<file path="src/rtl/sreg_pkg.sv">
package sreg_pkg;
  typedef enum logic {
    DEST_CTRL = 1'b0,
    DEST_CAL  = 1'b1
  } dest_e;
endpackage

</file>
<file path="src/rtl/sreg_sync.sv">
module sreg_sync #(
  parameter int W = 4
) (
  input  logic         clk,
  input  logic         rst,
  input  logic [W-1:0] d_i,
  output logic [W-1:0] q_o
);
  logic [W-1:0] meta;

  always_ff @(posedge clk) begin
    if (rst) begin
      meta <= '0;
      q_o  <= '0;
    end else begin
      meta <= d_i;
      q_o  <= meta;
    end
  end
endmodule

</file>
<file path="src/rtl/sreg_shifter.sv">
module sreg_shifter
  import sreg_pkg::*;
#(
  parameter int W = 24
) (
  input  logic         clk,
  input  logic         rst,
  input  logic         sclk_s,
  input  logic         frame_n_s,
  input  logic         sdata_s,
  input  logic         sel_s,
  output logic         done_ok_o,
  output logic         err_o,
  output logic [W-1:0] word_o,
  output dest_e        dest_o
);
  localparam int CW = $clog2(W);
  localparam logic [CW-1:0] LAST = CW'(W - 1);

  logic          sclk_d;
  logic          take;
  logic [CW-1:0] cnt;
  logic [W-1:0]  shreg;
  logic          sel_lat;
  logic          mis;
  logic          mis_now;

  assign take    = sclk_s & ~sclk_d & ~frame_n_s;
  assign mis_now = (cnt != '0) && (sel_s != sel_lat);

  always_ff @(posedge clk) begin
    if (rst) begin
      sclk_d    <= 1'b0;
      cnt       <= '0;
      shreg     <= '0;
      sel_lat   <= 1'b0;
      mis       <= 1'b0;
      done_ok_o <= 1'b0;
      err_o     <= 1'b0;
      word_o    <= '0;
      dest_o    <= DEST_CTRL;
    end else begin
      sclk_d    <= sclk_s;
      done_ok_o <= 1'b0;
      err_o     <= 1'b0;
      if (take) begin
        shreg <= {shreg[W-2:0], sdata_s};
        if (cnt == '0) sel_lat <= sel_s;
        if (cnt == LAST) begin
          cnt    <= '0;
          mis    <= 1'b0;
          word_o <= {shreg[W-2:0], sdata_s};
          dest_o <= sel_lat ? DEST_CAL : DEST_CTRL;
          if (mis || mis_now) err_o <= 1'b1;
          else done_ok_o <= 1'b1;
        end else begin
          cnt <= cnt + 1'b1;
          if (mis_now) mis <= 1'b1;
        end
      end
    end
  end

  assert_cnt_range_R1: assert property (@(posedge clk) disable iff (rst)
    cnt <= LAST);

  assert_pause_holds_R5: assert property (@(posedge clk) disable iff (rst)
    frame_n_s |=> $stable(cnt));

  assert_done_on_edge_R3: assert property (@(posedge clk) disable iff (rst)
    (done_ok_o || err_o) |-> $past(take));
endmodule

</file>
<file path="src/rtl/sreg_regs.sv">
module sreg_regs
  import sreg_pkg::*;
#(
  parameter int W = 24
) (
  input  logic         clk,
  input  logic         rst,
  input  logic         wr_en,
  input  dest_e        wr_dest,
  input  logic [W-1:0] wr_data,
  output logic [W-1:0] ctrl_q,
  output logic [W-1:0] cal_q,
  output logic         commit_o,
  output logic         commit_dest_o
);
  always_ff @(posedge clk) begin
    if (rst) begin
      ctrl_q        <= '0;
      cal_q         <= '0;
      commit_o      <= 1'b0;
      commit_dest_o <= 1'b0;
    end else begin
      commit_o <= wr_en;
      if (wr_en) begin
        commit_dest_o <= wr_dest;
        if (wr_dest == DEST_CAL) cal_q <= wr_data;
        else ctrl_q <= wr_data;
      end
    end
  end

  assert_commit_pulse_R9: assert property (@(posedge clk) disable iff (rst)
    commit_o |=> !commit_o);

  assert_hold_no_write_R1: assert property (@(posedge clk) disable iff (rst)
    !wr_en |=> ($stable(ctrl_q) && $stable(cal_q)));

  assert_other_kept_R4: assert property (@(posedge clk) disable iff (rst)
    (wr_en && wr_dest == DEST_CAL) |=> $stable(ctrl_q));

  assert_other_kept_ctrl_R4: assert property (@(posedge clk) disable iff (rst)
    (wr_en && wr_dest == DEST_CTRL) |=> $stable(cal_q));
endmodule

</file>
<file path="src/rtl/sreg_writer.sv">
module sreg_writer
  import sreg_pkg::*;
#(
  parameter int W = 24
) (
  input  logic         clk,
  input  logic         rst,
  input  logic         sclk_i,
  input  logic         frame_n_i,
  input  logic         sdata_i,
  input  logic         sel_i,
  input  logic         drdy_n_i,
  output logic         drdy_n_o,
  output logic [W-1:0] ctrl_q,
  output logic [W-1:0] cal_q,
  output logic         commit_o,
  output logic         commit_dest_o,
  output logic         word_err_o
);
  logic [3:0]   raw_in;
  logic [3:0]   syn;
  logic         done_ok;
  logic [W-1:0] word;
  dest_e        dest;

  assign raw_in   = {sclk_i, frame_n_i, sdata_i, sel_i};
  assign drdy_n_o = drdy_n_i;

  sreg_sync #(.W(4)) u_sync (
    .clk (clk),
    .rst (rst),
    .d_i (raw_in),
    .q_o (syn)
  );

  sreg_shifter #(.W(W)) u_shift (
    .clk       (clk),
    .rst       (rst),
    .sclk_s    (syn[3]),
    .frame_n_s (syn[2]),
    .sdata_s   (syn[1]),
    .sel_s     (syn[0]),
    .done_ok_o (done_ok),
    .err_o     (word_err_o),
    .word_o    (word),
    .dest_o    (dest)
  );

  sreg_regs #(.W(W)) u_regs (
    .clk           (clk),
    .rst           (rst),
    .wr_en         (done_ok),
    .wr_dest       (dest),
    .wr_data       (word),
    .ctrl_q        (ctrl_q),
    .cal_q         (cal_q),
    .commit_o      (commit_o),
    .commit_dest_o (commit_dest_o)
  );
endmodule

</file>
<file path="config.mk">
export PLATFORM = sky130hd
export DESIGN_NAME = sreg_writer
export DESIGN_NICKNAME = d
export VERILOG_FILES = /design/src/rtl/sreg_pkg.sv /design/src/rtl/sreg_sync.sv /design/src/rtl/sreg_shifter.sv /design/src/rtl/sreg_regs.sv /design/src/rtl/sreg_writer.sv
export SDC_FILE = /design/constraint.sdc
export NUM_CORES = 1
export LEC_CHECK = 0
export ABC_AREA = 1
export BUFFER_PORTS_ARGS = -buffer_cell sky130_fd_sc_hd__buf_2
export CAP_MARGIN = 10
export CORE_ASPECT_RATIO = 0.75
export CORE_MARGIN = 5
export CORE_UTILIZATION = 35
export DETAILED_ROUTE_END_ITERATION = 8
export SLEW_MARGIN = 25
export SYNTH_ARGS = -nofsm -noshare
export SYNTH_HDL_FRONTEND = slang
export SYNTH_SLANG_ARGS = --single-unit
</file>
<file path="constraint.sdc">
create_clock -name clk -period 1.4 [get_ports clk]
set_input_delay 0.28 -clock clk [delete_from_list [all_inputs] [get_ports clk]]
set_output_delay 0.28 -clock clk [all_outputs]
set_load 0.01 [all_outputs]
</file>
==> metrics.md <==
| Metric | Value |
|---|---|
| Synth top area share | `between 50% and 60%` |
| Critical path endpoint category | `register` |
| Height of the die | `105 microns` |
| Pin count of the biggest net entering global routing | `60` |
| CP Cell Sequence | `inv_2, nor2_4, clkinvlp_4, nor2_1, nor2_1` |
| Startpoint types | `register` |
| Seq cells post-synth | `between 100 and 150` |
| Via count | `3482` |
| Area occupied by multi-input gates | `1580 sq um` |
| CTS tree | `built` |
| Flop2flop setup slack | `between 0.07 and 0.08 ns` |
| Post-synth EDFFs | `0` |
| # setup viols final | `0` |
| CTS clock-pin slew for the worst setup and hold paths | `approximately 0.06 ns` |
| Pwr Density | `1580 nW/um^2` |
| ANT cells | `0` |
| Mean post-synth cell area | `slightly below 8 sq um` |
| Max VDD drop | `0.951 mV` |
| Vias in the first global route | `3099` |
| CP max stage delay | `approximately 0.36 ns` |
| Relative slew margins | `73.4%` |
| Clk Tree Root Cell | `clkbuf_16` |
| Mapped Cells | `532` |
| Gpl congestion | `around 0.73` |
| CTS Buffer Depth | `2` |
| Residual DRC count | `0` |
| Avg WL per Cell | `11.8 microns` |
| Final TNS setup | `0 ns` |
| Leak | `2.62 nW` |
| Hold Slack | `0.0780 ns` |
| CP bufs+invs | `2` |
| Area growth, synth to finish | `26.8%` |
| Initial Util | `35.9%` |
| Iter 0 DRT Violations | `between 150 and 200` |
| TritonCTS buffer count | `17` |
| Tot Pwr | `8.38 mW` |
| Hold Crit Class | `in2reg` |
| Max Slew Vio Count | `0` |
| Clock sink total | `~120` |
| Crit path kind | `reg2reg` |
| Post-Route WL | `between 8 and 9 mm` |
| Clock Latency Late Sink | `0.40 ns` |
| Std-Cell Rows | `34` |
| Antenna violation net count after detailed routing | `0` |
| Slew @ Worst Pin | `0.399 ns` |
| Top-count cell post-synth | `nor2_1` |
| Leading area contributor after synthesis | `dfxtp_1` |
| Std-Cell Core Area | `11600 sq um` |
| Net count, final | `596` |
| Post-layout min period | `1.33 ns` |
| Post-CTS setup buffers | `0` |
| Die ar. | `14200 sq um` |
| Fin crit share | `a little over nine tenths` |
| Final Hold Violating Endpoints | `0` |
| Mapped Area | `4170 sq um` |
| Remaining Overflow, GRT | `0` |
| Crit-path leading delay family | `simple AND/OR/NAND/NOR gates` |
| Worst Clk Skew | `0.0111 ns` |
| 1st-pass router iterations | `4` |
| Warnings from Yosys | `0` |
| IO buf count | `56` |
| Largest cells by area after synthesis | `dfxtp_1, nor2_1, o21ai_0` |
| Quantity of hold-fixing buffers added after cts | `0` |
| Seq/Total Area, Yosys | `55.7%` |
| FF+latch area | `2320 sq um` |
| Asr flop ratio synth | `0%` |
| Max-cap check violation count | `0` |
| Critical Path Slowest Stage Cell | `dfxtp_1` |
| Status | `completed` |
| Initial antenna violation count | `0` |
| First-pass GRT wire length | `15.2 mm` |
| I/O pin count | `59` |
| Max FO, Critical Path | `12` |
| Post-DP HPWL | `5.85 mm` |
| Util after Layout | `45.6%` |
| Most used cell, CP | `nor2_1` |
| Max Fclk | `approximately 750 MHz` |
| RSZ-0062 raised after global routing | `yes` |
| Library cells used by synthesis | `22` |
| CP required | `1.69 ns` |
| Fillers | `1122` |
| Share of layout cells above drive strength 1 | `19.0%` |
| All-Layer GR Usage | `13.2%` |
| Synth Flop Type | `dfxtp_1` |
| H-tree levels | `4` |
| CP arrival | `1.62 ns` |
| Via/cell ratio | `4.57` |
| DIE WIDTH | `136 microns` |
| Mapped Nets | `541` |
| Most frequent cells after synthesis | `nor2_1, dfxtp_1, o21ai_0, nand3_1, nand2_1` |
[sequential cells by signal, indices dropped and copies added (netlist names)]
signal                count
u_shift.sel_lat           1
u_shift.cnt               5
u_shift.mis               1
u_sync.q_o                4
u_regs.commit_dest_o      1
u_shift.err_o             1
u_shift.done_ok_o         1
u_shift.shreg            23
u_shift.dest_o            1
u_regs.cal_q             24
u_sync.meta               4
u_regs.commit_o           1
u_shift.sclk_d            1
u_regs.ctrl_q            24
u_shift.word_o           24
[worst register-to-register path, stage by stage (launching register included)]
cell and delay, ns:
dfxtp_1 0.36, inv_2 0.06, nor2_4 0.19, clkinvlp_4 0.33
nor2_1 0.22, nor2_1 0.07
[logic make-up (layout without fill, tap and decap cells)]
logic type	Yosys count	in the layout	share of synthesized area [%]
adders and majority gates	2	2	0.600
AOI/OAI and AO/OA	76	76	9.12
buffers and inverters	58	126	6.72
DFF	116	116	55.7
and+or+nand+nor	280	280	27.9
[through the flow]
step / instance area, sq um / worst slack (ns) / instances
after CTS: 5270 / 0.00466 / 761
after detailed placement: 4610 / 0.00970 / 729
after global routing: 5290 / -0.00809 / 762
after floorplan: 4170 / 0.166 / 532
after global placement: 4610 / 0.0396 / 729
final: 5290 / 0.0705 / 762
[path summary, 6_finish.rpt]
check	cells after the start	from	endpoint
hold / removal	3	frame_n_i	u_sync.meta[2]$_SDFF_PP0_
hold reg to reg	2	u_sync.meta[2]$_SDFF_PP0_	u_sync.q_o[2]$_SDFF_PP0_
setup / recovery	5	u_shift.done_ok_o$_SDFF_PP0_	u_regs.ctrl_q[3]$_SDFFE_PP0P_
setup reg to reg	5	u_shift.done_ok_o$_SDFF_PP0_	u_regs.ctrl_q[3]$_SDFFE_PP0P_
[placed cells by master, fill, tap and decap left out, drive strengths merged]
| cell type | count |
|---|---|
| nor2 | 175 |
| dfxtp | 116 |
| o21ai | 73 |
| buf | 68 |
| nand3 | 53 |
| nand2 | 51 |
| inv | 29 |
| clkbuf | 18 |
| bufinv | 5 |
| clkinvlp | 3 |
| a21oi | 3 |
| clkinv | 3 |
| ha | 2 |
| nand4 | 1 |
[layout make-up]
class                           count  share of cell area [%]
Timing Repair Buffer               68                    7.94
Inverter                           25                    1.84
Tap cell                          162                    3.83
Clock buffer                       18                    8.30
Sequential cell                   116                    43.9
Timing Repair inverter              1                   0.142
Clock inverter                     14                    4.16
Multi-Input combinational cell    358                    29.9
[what timing repair did]
item,in CTS,in global routing
endpoints found under the setup margin,1,39
endpoints found under the hold margin,0,0
gates cloned,0,1
gates resized for setup,1,3
[per-layer routing]
| layer | wire [microns] | GRT usage [%] |
|---|---|---|
| met5 | 0 | 0 |
| met2 | 3920 | 18.3 |
| met4 | 14 | 3.45 |
| met1 | 4640 | 19.0 |
| met3 | 422 | 5.24 |
[report_power, final]
| part | internal [mW] | total [mW] | switching, mW |
|---|---|---|---|
| logic | 0.0702 | 0.200 | 0.130 |
| clock network | 3.23 | 4.79 | 1.56 |
| registers | 3.35 | 3.38 | 0.0335 |
| total | 6.65 | 8.38 | 1.73 |
No activity file was read; power rests on OpenSTA's default activity.
